--- src/rtl/line_irq_pkg.sv ---
// Package: register offsets shared by the interrupt controller and its checker.
// Assumes byte addresses on a bus with 32-bit words.
package line_irq_pkg;
    localparam int OFS_EN_SET   = 'h020;
    localparam int OFS_EN_CLR   = 'h024;
    localparam int OFS_MSK_SET  = 'h030;
    localparam int OFS_MSK_CLR  = 'h034;
    localparam int OFS_EDG_SET  = 'h040;
    localparam int OFS_EDG_CLR  = 'h044;
    localparam int OFS_POL_SET  = 'h050;
    localparam int OFS_POL_CLR  = 'h054;
    localparam int OFS_STATUS   = 'h070;
    localparam int OFS_ACK      = 'h078;
    localparam int OFS_COMB     = 'h0A0;
    localparam int OFS_DUAL_SET = 'h0B0;
    localparam int OFS_DUAL_CLR = 'h0B4;
    localparam int OFS_DUAL_RD  = 'h0B8;
endpackage

--- src/rtl/line_irq_regs.sv ---
// Module: configuration registers for the line interrupt controller.
// Holds the per-line set/clear settings and the combine-enable, turns acknowledge
// writes into a one-cycle pulse vector, and muxes read data by address.
// Assumes NLINES <= DATA_W and that bus_rdata is sampled combinationally.
module line_irq_regs
    import line_irq_pkg::*;
#(
    parameter int NLINES = 32,
    parameter int ADDR_W = 8,
    parameter int DATA_W = 32
) (
    input  logic              clk,
    input  logic              rst_n,
    input  logic              bus_wr,
    input  logic [ADDR_W-1:0] bus_addr,
    input  logic [DATA_W-1:0] bus_wdata,
    input  logic [NLINES-1:0] status_in,
    output logic [NLINES-1:0] en_q,
    output logic [NLINES-1:0] msk_q,
    output logic [NLINES-1:0] edg_q,
    output logic [NLINES-1:0] pol_q,
    output logic [NLINES-1:0] dual_q,
    output logic              comb_q,
    output logic [NLINES-1:0] ack_vec,
    output logic [DATA_W-1:0] bus_rdata
);
    localparam logic [NLINES-1:0] NONE = '0;

    logic [NLINES-1:0] wbits;
    assign wbits = bus_wdata[NLINES-1:0];

    // Write strobe for one register offset.
    function automatic logic hit(input int ofs);
        return bus_wr && (bus_addr == ADDR_W'(ofs));
    endfunction

    // Next value of a set/clear register pair: ones set bits, ones clear bits.
    function automatic logic [NLINES-1:0] sc_next(input logic [NLINES-1:0] cur,
                                                 input int set_ofs, input int clr_ofs);
        logic [NLINES-1:0] s, c;
        s = hit(set_ofs) ? wbits : NONE;
        c = hit(clr_ofs) ? wbits : NONE;
        return (cur | s) & ~c;
    endfunction

    // Update the per-line settings and the combine-enable bit.
    always_ff @(posedge clk) begin
        if (!rst_n) begin
            en_q   <= '0;
            msk_q  <= '0;
            edg_q  <= '0;
            pol_q  <= '0;
            dual_q <= '0;
            comb_q <= 1'b0;
        end else begin
            en_q   <= sc_next(en_q,   OFS_EN_SET,   OFS_EN_CLR);
            msk_q  <= sc_next(msk_q,  OFS_MSK_SET,  OFS_MSK_CLR);
            edg_q  <= sc_next(edg_q,  OFS_EDG_SET,  OFS_EDG_CLR);
            pol_q  <= sc_next(pol_q,  OFS_POL_SET,  OFS_POL_CLR);
            dual_q <= sc_next(dual_q, OFS_DUAL_SET, OFS_DUAL_CLR);
            if (hit(OFS_COMB)) comb_q <= bus_wdata[0];
        end
    end

    // Acknowledge pulses last only for the write cycle.
    always_comb ack_vec = hit(OFS_ACK) ? wbits : NONE;

    // Read data selected by address; unknown addresses read zero.
    always_comb begin
        bus_rdata = '0;
        if (bus_addr == ADDR_W'(OFS_STATUS))       bus_rdata[NLINES-1:0] = status_in;
        else if (bus_addr == ADDR_W'(OFS_DUAL_RD)) bus_rdata[NLINES-1:0] = dual_q;
        else if (bus_addr == ADDR_W'(OFS_COMB))    bus_rdata[0] = comb_q;
    end
endmodule

--- src/rtl/line_irq_cell.sv ---
// Module: detector for one line.
// Samples the input once per clock, finds edges against the previous sample,
// keeps the edge latch and produces the line's pending flag.
// Assumes din is already synchronous to clk.
module line_irq_cell (
    input  logic clk,
    input  logic rst_n,
    input  logic din,
    input  logic en,
    input  logic edg,
    input  logic pol,
    input  logic dual,
    input  logic ack,
    output logic evt,
    output logic lat,
    output logic pend
);
    logic prev_q;
    logic lat_q;
    logic rise, fall, edge_mode;

    // Keep the previous input sample.
    always_ff @(posedge clk) begin
        if (!rst_n) prev_q <= 1'b0;
        else        prev_q <= din;
    end

    // Classify the transition and qualify it by mode and enable.
    always_comb begin
        rise      = din & ~prev_q;
        fall      = ~din & prev_q;
        edge_mode = dual | edg;
        if (dual) evt = en & (rise | fall);
        else      evt = en & edg & (pol ? rise : fall);
    end

    // Edge latch: the new event beats the acknowledge; disable or level mode empties it.
    always_ff @(posedge clk) begin
        if (!rst_n)               lat_q <= 1'b0;
        else if (!en || !edge_mode) lat_q <= 1'b0;
        else if (evt)             lat_q <= 1'b1;
        else if (ack)             lat_q <= 1'b0;
    end

    assign lat  = lat_q;
    assign pend = en & (lat_q | (~edge_mode & (prev_q == pol)));
endmodule

--- src/rtl/line_irq_merge.sv ---
// Module: applies the per-line mask and merges the lines into one request.
// Purely combinational; assumes its inputs come from registers.
module line_irq_merge #(
    parameter int NLINES = 32
) (
    input  logic [NLINES-1:0] pend,
    input  logic [NLINES-1:0] msk,
    input  logic              comb_en,
    output logic [NLINES-1:0] status,
    output logic              irq
);
    // Visible status and gated OR.
    always_comb begin
        status = pend & ~msk;
        irq    = comb_en & (|status);
    end
endmodule

--- src/rtl/line_irq_unit.sv ---
// Module: top of the per-line interrupt controller.
// Connects the register block, one detector per line and the merge stage.
// Assumes line_in is synchronized or debounced outside this block.
module line_irq_unit #(
    parameter int NLINES = 32,
    parameter int ADDR_W = 8,
    parameter int DATA_W = 32
) (
    input  logic              clk,
    input  logic              rst_n,
    input  logic              bus_wr,
    input  logic [ADDR_W-1:0] bus_addr,
    input  logic [DATA_W-1:0] bus_wdata,
    output logic [DATA_W-1:0] bus_rdata,
    input  logic [NLINES-1:0] line_in,
    output logic              irq
);
    logic [NLINES-1:0] en_q, msk_q, edg_q, pol_q, dual_q, ack_vec;
    logic [NLINES-1:0] edge_evt, edge_lat, pend_vec, status_vec;
    logic              comb_q;

    line_irq_regs #(.NLINES(NLINES), .ADDR_W(ADDR_W), .DATA_W(DATA_W)) u_regs (
        .clk(clk), .rst_n(rst_n), .bus_wr(bus_wr), .bus_addr(bus_addr),
        .bus_wdata(bus_wdata), .status_in(status_vec),
        .en_q(en_q), .msk_q(msk_q), .edg_q(edg_q), .pol_q(pol_q),
        .dual_q(dual_q), .comb_q(comb_q), .ack_vec(ack_vec), .bus_rdata(bus_rdata)
    );

    for (genvar i = 0; i < NLINES; i++) begin : g_line
        line_irq_cell u_cell (
            .clk(clk), .rst_n(rst_n), .din(line_in[i]), .en(en_q[i]),
            .edg(edg_q[i]), .pol(pol_q[i]), .dual(dual_q[i]), .ack(ack_vec[i]),
            .evt(edge_evt[i]), .lat(edge_lat[i]), .pend(pend_vec[i])
        );
    end

    line_irq_merge #(.NLINES(NLINES)) u_merge (
        .pend(pend_vec), .msk(msk_q), .comb_en(comb_q),
        .status(status_vec), .irq(irq)
    );
endmodule

--- config.mk ---
export PLATFORM = sky130hd
export DESIGN_NAME = line_irq_unit
export DESIGN_NICKNAME = d
export VERILOG_FILES = /design/src/rtl/line_irq_pkg.sv /design/src/rtl/line_irq_regs.sv /design/src/rtl/line_irq_cell.sv /design/src/rtl/line_irq_merge.sv /design/src/rtl/line_irq_unit.sv
export SDC_FILE = /design/constraint.sdc
export NUM_CORES = 1
export LEC_CHECK = 0
export BUFFER_PORTS_ARGS = -buffer_cell sky130_fd_sc_hd__buf_4
export CORE_MARGIN = 1.5
export CORE_UTILIZATION = 35
export CTS_CLUSTER_DIAMETER = 60
export DETAILED_ROUTE_END_ITERATION = 10
export PLACE_DENSITY_LB_ADDON = 0.25
export SLEW_MARGIN = 20
export SYNTH_ARGS = -nofsm -noshare
export SYNTH_HDL_FRONTEND = slang
export SYNTH_SLANG_ARGS = --single-unit
export TNS_END_PERCENT = 100
--- constraint.sdc ---
create_clock -name clk -period 2.5 [get_ports clk]
set_input_delay 0.375 -clock clk [delete_from_list [all_inputs] [get_ports clk]]
set_output_delay 0.375 -clock clk [all_outputs]
set_load 0.02 [all_outputs]
==> results.yml <==
logic_synthesis:
  yosysWarningCount: 0
  synth_most_common_cell: "dfxtp_1"
  synth-edff-count: 0
  yosysUniqueCellTypes: 43
  avgSynthCellArea_um2: 8.84
  async_flop_share_pct: 0
  synth_common_cells: "dfxtp_1 (225), a21oi_1 (208), a211oi_1 (145)"
  syn_inst: 1256
  synth_top_cell_by_area: "dfxtp_1"
  ys_seq_area_share_pct: 40.6
  synth_nets: 1395
  synth-seq-cells: 225
  synth_top_area_share_pct: 40.6
  syn_area_um2: 11100
  synthFlopType: "dfxtp_1"
  synthTopCellsByArea: "dfxtp_1 (41%), a211oi_1 (9.8%), a21oi_1 (9.4%)"
drt:
  avgRoutedWirePerCell_um: 18.6
  drcViolationCount: 0
  via_count: 9413
  wl_um: 32800
  dr.pass1.iters: 4
  drt_iter0_drc: 579
  routed_via_density: 5.33
  antenna_left: 0
final_layout:
  fin_nets: 1482
  syn2layout_area_growth_pct: 23.1
  utilization_pct: 43.5
  fin_cells: 1766
  fin_area_um2: 13700
  drive_above_1_share_pct: 23.0
clock_network:
  h-tree-depth: 1
  cts_made_buffers: 27
  cts_sinks: 225
  cts-root-buf: "clkbuf_16"
  insertion_delay_ns: 0.53
  clockBufferDepth: 3
  cts_tree: "done"
  path_clk_slew_ns: 0.06
timing:
  whs_ns: 0.0861
  finalCritPeriodShare_pct: 106
  drv_slew: 0
  fin_worst_skew_ns: 0.00382
  fmax_ghz: 0.378
  hold_viol_final: 0
  period_needed_ns: 2.64
  slew_headroom_pct: 62.7
  setup_viol_count_final: 1
  tightest_slew_ns: 0.559
  worst_slack_ns: -0.143
  rsz0062_at_grt: "yes"
critical_path:
  critPathArrivalTime_ns: 2.27
  cp.required_ns: 2.12
  crit_slowest_cell: "nor4_4"
  cp-start-kind: "flop"
  criticalPathCategory: "reg2out"
  cp_cell_sequence: "nor4b_2, a32oi_2, o2111ai_2, nor4_4, a41oi_2, buf_4"
  timing.critical_path.buf_inv: 1
  slowest_delay_ns: 0.39
  critPathMaxFanout: 4
  critPathTopFamily: "compound AO/OA/AOI/OAI gates"
  end_kind: "primary output"
hold_path:
  hp-class: "in2reg"
global_route:
  antenna_found_initial: 1
  grt_pass1_vias: 9123
  globalRouteOverflowTotal: 0
  grt_max_degree: 52
  globalRouteTotalUtil_pct: 20.0
  grt_first_pass_wirelength_um: 52100
die:
  io_pins: 108
  fp.coreArea_um2: 31400
  die_area_um2: 32800
  fp.dieW_um: 181
  placementRows: 65
  die_y_um: 181
  initial_core_util_pct: 35.4
power:
  p_per_area_nw_per_um2: 588
  power_w: 0.00804
  leakagePower_nw: 4.73
  ir_worst_vdd_mv: 0.432
outcome:
  failed_checks: "setup timing"
  status: "finished with violations"
placement:
  hpwl_um: 21400
  port_buffers: 107
  gp_congestion: 0.797
  place_inst: 1710
  post_dp_cell_area_um2: 12500
job:
  maxCapViolations: 0
[cell type report]
cell class              instances  area (um2)
diodes                          1        2.50
flip-flops and latches        225        4540
well taps                     402         503
multi-input cells             851        6100
inverters                      83         317
clock inverters                 6        83.8
clock buffers                  43         796
repair buffers                155        1330
fillers                      3091       17700
[worst reg2reg max path: stages, from the launching register on]
cell and delay [ns]:
dfxtp_2 0.35, buf_4 0.11, inv_1 0.04, ha_1 0.16, mux2_2 0.25, nand2_1 0.06, mux2i_1 0.06, a21oi_1 0.11
nor2_1 0.06
[metrics by stage]
| stage | TNS [ns] | worst slack, ns |
|---|---|---|
| after detailed placement | 0 | 0.0460 |
| after global routing | -0.240 | -0.240 |
| after global placement | -0.0123 | -0.0123 |
| after CTS | -0.203 | -0.203 |
| after floorplan | 0 | 0.493 |
| final | -0.143 | -0.143 |
[layout by cell type (no fill, tap or decap), types with 3 or more instances in the layout]
cell / n
a21oi_1: 206
dfxtp_1: 198
a211oi_1: 145
buf_4: 142
nand2_1: 107
inv_1: 82
nor2_1: 66
ha_1: 64
mux2i_1: 33
mux2_2: 32
xnor2_1: 30
clkbuf_16: 27
dfxtp_2: 26
nor3_1: 16
o211ai_1: 16
o21ai_0: 15
a211oi_2: 15
buf_12: 13
nor4b_1: 12
a32oi_2: 11
a22o_1: 10
clkbuf_1: 10
nor3b_1: 8
nand2b_1: 7
nor2_2: 7
o31ai_1: 6
clkbuf_8: 6
a32oi_1: 5
o2111ai_2: 5
nor4_4: 4
nand3_1: 3
nor3b_2: 3
clkinv_2: 3
[routing by layer]
metal | track usage [%] | part of all wire [%]
met5 | 0 | 0
met4 | 4.47 | 1.8
met1 | 28.5 | 48
met2 | 31.4 | 45
met3 | 3.49 | 4.9
[power by group]
| part | leakage [nW] | switching, W | internal [W] | total (W) |
|---|---|---|---|---|
| sequential | 1.83 | 0.0000291 | 0.00362 | 0.00365 |
| clock | 0.432 | 0.00153 | 0.00237 | 0.00390 |
| combinational | 2.46 | 0.000292 | 0.000198 | 0.000489 |
[path summary, 6_finish.rpt]
check	depth (start not counted)	endpoint	start	slack, ns
worst min-delay path	3	g_line[29].u_cell.prev_q	line_in[29]	0.09
worst max register to register	8	g_line[14].u_cell.lat	g_line[14].u_cell.prev_q	1.19
worst max-delay path	6	irq	u_regs.en_q[20]	-0.14
worst min register to register	2	g_line[17].u_cell.lat	u_regs.en_q[17]	0.44
[registers in the layout, indices dropped and copies added (netlist names)]
name	cells
g_line.u_cell.lat	32
g_line.u_cell.prev_q	32
u_regs.comb_q	1
u_regs.dual_q	32
u_regs.edg_q	32
u_regs.en_q	32
u_regs.msk_q	32
u_regs.pol_q	32
[what timing repair did]
action / 4_1_cts / 5_1_grt
buffers inserted: 4 / 2
setup endpoints to repair: 1 / 5
pin swaps: 12 / 14
resized for setup: 29 / 35
hold buffers: 0 / 0
[cells by family (layout without fill, tap and decap cells)]
group,count (synthesis),after routing,share of synthesized area (%)
multiplexers,65,65,6.22
other,0,1,0
AND/OR/NAND/NOR,250,250,10.9
AO/OA/AOI/OAI,440,440,25.7
flip-flops,225,225,40.6
XOR/XNOR,32,32,2.52
buffers and inverters,180,287,6.83
adder cells (fa/ha/maj),64,64,7.21
Power figures use the tool's default switching activity.
